<file path="config.mk">
export PLATFORM = sky130hd
export DESIGN_NAME = irq_entry_seq
export DESIGN_NICKNAME = d
export VERILOG_FILES = /design/src/rtl/irq_entry_seq.sv
export SDC_FILE = /design/constraint.sdc
export NUM_CORES = 1
export LEC_CHECK = 0
export BUFFER_PORTS_ARGS = -buffer_cell sky130_fd_sc_hd__buf_2
export CORE_MARGIN = 5
export CORE_UTILIZATION = 46
export CTS_CLUSTER_DIAMETER = 30
export CTS_CLUSTER_SIZE = 40
export DETAILED_ROUTE_END_ITERATION = 10
export PLACE_DENSITY = 0.85
export SYNTH_ARGS = -nofsm -noshare
export SYNTH_HDL_FRONTEND = slang
export SYNTH_SLANG_ARGS = --single-unit
</file>
<file path="constraint.sdc">
create_clock -name clk -period 2.5 [get_ports clk]
set_input_delay 0.125 -clock clk [delete_from_list [all_inputs] [get_ports clk]]
set_output_delay 0.125 -clock clk [all_outputs]
set_load 0.005 [all_outputs]
</file>
<file path="src/rtl/irq_entry_seq.sv">
module irq_entry_seq #(
  parameter int PEND_W    = 4,
  parameter int ENTRY_CYC = 7,
  parameter int CYC_W     = 4
) (
  input  logic              clk,
  input  logic              rst_n,
  input  logic              boundary,
  input  logic              rst_req,
  input  logic [PEND_W-1:0] pend,
  input  logic              i_prev,
  input  logic              jammed,
  input  logic [15:0]       pc_in,
  input  logic [7:0]        p_in,
  input  logic [7:0]        s_in,
  input  logic [7:0]        mem_rdata,
  output logic [15:0]       mem_addr,
  output logic              mem_we,
  output logic              mem_re,
  output logic [7:0]        mem_wdata,
  output logic              busy,
  output logic              done,
  output logic [1:0]        kind,
  output logic [15:0]       pc_out,
  output logic [7:0]        p_out,
  output logic [7:0]        s_out,
  output logic [CYC_W-1:0]  cyc_out,
  output logic [PEND_W-1:0] pend_clr,
  output logic              jam_clr
);
  localparam logic [PEND_W-1:0] AUTO_CLR = PEND_W'(3);
  localparam logic [PEND_W-1:0] MASKABLE = ~PEND_W'(1);
  localparam logic [1:0] K_NONE = 2'd0, K_NMI = 2'd1, K_IRQ = 2'd2, K_RST = 2'd3;
  localparam logic [7:0] FLAG_I = 8'h04, FLAG_B = 8'h10, FLAG_U = 8'h20;

  typedef enum logic [2:0] {
    S_IDLE, S_PH, S_PL, S_PP, S_VL, S_VH, S_FIN, S_DONE
  } st_t;

  st_t        st;
  logic [1:0] kind_q;
  logic [15:0] pc_q;
  logic [7:0] p_q, s_q;
  logic [15:0] vec_base;

  wire gate   = boundary && !rst_req && !jammed;
  wire go_nmi = gate && pend[0];
  wire go_irq = gate && !pend[0] && |(pend & MASKABLE) && !i_prev;
  wire pushing = (st == S_PH) || (st == S_PL) || (st == S_PP);

  always_comb begin
    case (kind_q)
      K_NMI:   vec_base = 16'hFFFA;
      K_IRQ:   vec_base = 16'hFFFE;
      default: vec_base = 16'hFFFC;
    endcase
  end

  always_ff @(posedge clk or negedge rst_n) begin
    if (!rst_n) begin
      st     <= S_IDLE;
      kind_q <= K_NONE;
      pc_q   <= '0;
      p_q    <= '0;
      s_q    <= '0;
    end else begin
      case (st)
        S_IDLE: begin
          if (rst_req || go_nmi || go_irq) begin
            pc_q <= pc_in;
            p_q  <= p_in;
            s_q  <= s_in;
          end
          if (rst_req) begin
            kind_q <= K_RST;
            st     <= S_VL;
          end else if (go_nmi) begin
            kind_q <= K_NMI;
            st     <= S_PH;
          end else if (go_irq) begin
            kind_q <= K_IRQ;
            st     <= S_PH;
          end
        end
        S_PH: begin s_q <= s_q - 8'd1; st <= S_PL; end
        S_PL: begin s_q <= s_q - 8'd1; st <= S_PP; end
        S_PP: begin s_q <= s_q - 8'd1; st <= S_VL; end
        S_VL: st <= S_VH;
        S_VH: begin pc_q[7:0] <= mem_rdata; st <= S_FIN; end
        S_FIN: begin
          pc_q[15:8] <= mem_rdata;
          if (kind_q == K_RST)      p_q <= FLAG_I;
          else if (kind_q == K_IRQ) p_q <= p_q | FLAG_I;
          st <= S_DONE;
        end
        default: st <= S_IDLE;
      endcase
    end
  end

  assign mem_we    = pushing;
  assign mem_re    = (st == S_VL) || (st == S_VH);
  assign mem_addr  = pushing ? {8'h01, s_q} :
                     mem_re  ? (vec_base | {15'd0, st == S_VH}) : 16'h0000;
  assign mem_wdata = (st == S_PH) ? pc_q[15:8] :
                     (st == S_PL) ? pc_q[7:0]  : ((p_q & ~FLAG_B) | FLAG_U);

  assign busy     = (st != S_IDLE);
  assign done     = (st == S_DONE);
  assign kind     = kind_q;
  assign pc_out   = pc_q;
  assign p_out    = p_q;
  assign s_out    = s_q;
  assign cyc_out  = (kind_q == K_RST) ? '0 : CYC_W'(ENTRY_CYC);
  assign pend_clr = (done && kind_q != K_RST) ? AUTO_CLR : '0;
  assign jam_clr  = done && (kind_q == K_RST);
endmodule

</file>
==> results.cfg <==
[final_layout]
fillCellCount = 475
num-nets-final = 440
instances_no_fill = 455
syn2layout_area_growth_pct = 26.9
diodes = 0
drive_gt1_share_pct = 36.9

[floorplan]
num_rows = 26
core_sq_um = 5110
dieArea_sq_um = 6800
fp.dieH_microns = 82.5
ios = 121
initial_core_util_pct = 47.3
die_x_microns = 82.5

[hold_path]
min_path_type = input pin to flop

[sta]
fmax_ghz = 0.497
skew_ps = 2.88
rsz0062_at_grt = no
hold_viol_final = 0
fin_crit_sh_pct = 80.6
slew_violations = 0
worstMarginPinSlew_ps = 826
fin_tns_setup_ps = 0
finalSetupViolCount = 0
slew_headroom_pct = 45.0
final.min_clock_period_ps = 2010

[power]
combPwrFrac_pct = 58.6
power_density_nw_per_um2 = 1280
seq_power_share_pct = 31.6
ir_worst_vdd_mv = 0.786
swShare_pct = 45.1
p_leak_uw = 0.00153
p_clk_share_pct = 9.9
switching_power_uw = 1770
p_int_uw = 2160
fin_total_pwr_uw = 3930

[job]
drv_cap = 0

[clocking]
clock_latency_ps = 280
root_buffer = clkbuf_8
tritoncts = yes
cts_buffers = 5
clk_path_buf_depth = 2
cts_setup_buffers = 0
cts.repair.resized = 0
clock-sinks = 37
htree_levels = 2
clk_pin_slew_ps = 70

[drt]
wire_per_inst_microns = 15.5
via_count = 2542
drt-vias-per-instance = 5.59
drt_pass1_iterations = 5
ant_nets = 0
wl_microns = 7050
dr.first_iter.drc_count = 145
drc_errors = 0

[yosys]
ys.flop_type = dfrtp_1
netlist_instances = 280
synth.top_cell.area_share_pct = 38.3
synth-simple-area-share_pct = 22.1
ys_types = 51
ys_ff_latch = 37
synthArstFlopShare_pct = 100
synthXorXnorAreaFrac_pct = 0.363
synth_top_area_cell = dfrtp_1
synth_area_leaders = dfrtp_1, a221o_1, a21oi_1
postSynthAreaPerCell_sq_um = 8.63
synth_commonest_cells = dfrtp_1, nor2_1, a21oi_1, o21ai_0, nand2_1
synth_edf_count = 0
synth_top_family_by_area = compound AO/OA/AOI/OAI gates
syn_area_sq_um = 2420
seq_area_frac_synth_pct = 38.3
synth.most_common_cell = dfrtp_1
synth-warning-count = 0
synth_compound_area_share_pct = 26.4
synthAdderAreaFrac_pct = 2.07
synthMuxAreaShare_pct = 0.466

[grt]
grt_pass1_wl_microns = 11200
grt_pass1_vias = 2384
grt_max_degree = 38
overflow = 0
antenna_found_initial = 0
grtUsageTotal_pct = 21.5

[setup_path]
cp_max_fo = 19
worst_ep_required_time_ps = 2380
endpoint_kind = primary output
cp-start-kind = flop
critPathKind = flop to primary output
arrival_ps = 1890

[placement]
portBuffers = 117
dpl.cell_count = 448
gp_congestion = 0.784
hpwlAfterDp_microns = 5330

[run_status]
outcome = completed
critical path: stages (launching register included):
cell and delay, ps:
dfrtp_1 520, buf_4 270, inv_1 300, o21ai_0 180, a21oi_1 200, buf_2 140
cell families (layout without fill, tap and decap cells):
family / after synthesis / in the layout
buffers and inverters: 46 / 149
muxes: 1 / 1
xor gates and xnor gates: 1 / 1
and+or+nand+nor: 101 / 101
DFF: 37 / 37
adders and majority gates: 4 / 4
other: 1 / 3
AOI/OAI and AO/OA: 89 / 89
through the flow:
| stage | hold slack, ps | utilization [%] | setup WS (ps) | cell area (sq um) |
|---|---|---|---|---|
| 2_1_floorplan | -171 | - | 676 | 2420 |
| 4_1_cts | 55.2 | 60.0 | 504 | 3070 |
| 3_5_place_dp | 267 | 58.4 | 519 | 2980 |
| 6_report | 60.1 | 60.0 | 486 | 3070 |
| 5_1_grt | 63.6 | 60.0 | 308 | 3070 |
| 3_3_place_gp | 259 | 58.4 | 601 | 2980 |
state kept, by name (all words and copies together) (netlist names):
register	count
pc_out	16
p_out	8
s_out	8
st	3
kind	2
cells in the final DEF (no fill, tap or decap), drive strengths merged, types with 5 or more instances in the layout:
master / n
a21oi: 24
o22ai: 8
o31ai: 5
clkbuf: 5
nor2: 24
a221o: 16
or3: 6
o21ai: 19
buf: 126
and2: 16
nand2: 17
inv: 16
nor3: 9
nand3: 12
dfrtp: 37
path summary, 6_finish.rpt:
| path | start | to | slack (ps) | cells past startpoint |
|---|---|---|---|---|
| worst max register to register | st[1] | p_out[0] | 510 | 5 |
| min in group asynchronous | rst_n | s_out[7] | 480 | 2 |
| worst min-delay path | s_in[1] | s_out[1] | 60 | 2 |
| worst min register to register | pc_out[3] | pc_out[3] | 530 | 1 |
| max in group asynchronous | rst_n | kind[1] | 1500 | 2 |
| worst max-delay path | st[0] | mem_wdata[3] | 490 | 5 |
what timing repair did:
| item | CTS | global route |
|---|---|---|
| hold buffers | 1 | 0 |
| endpoints found under the hold margin | 37 | 0 |
| setup endpoints to repair | 0 | 0 |
power groups by stage:
| stage | Clock, uW | Sequential [uW] | Combinational [uW] |
|---|---|---|---|
| after floorplan | 0 | 1150 | 1500 |
| after global placement | 0 | 1240 | 2240 |
| after detailed placement | 0 | 1240 | 2310 |
| after CTS | 391 | 1240 | 2320 |
| after global routing | 412 | 1290 | 2590 |
| final | 388 | 1240 | 2300 |
per-layer routing:
layer  up-vias  track usage [%]  share of wire, %
li1       1217                -                 -
met1      1202             26.4                39
met2       114             37.3                50
met3         9             4.77               9.5
met4         0             6.98               1.2
met5         -                0                 0
area by class of cell:
class	instances	area (sq um)	area share, %
multi-input combinational	199	1250	40.9
sequential	37	926	30.2
timing repair buffer	127	663	21.6
tap	70	87.6	2.86
clock buffer	5	68.8	2.24
inverter	16	62.6	2.04
clock inverter	1	5.00	0.163
No activity file was read; power rests on OpenSTA's default activity.
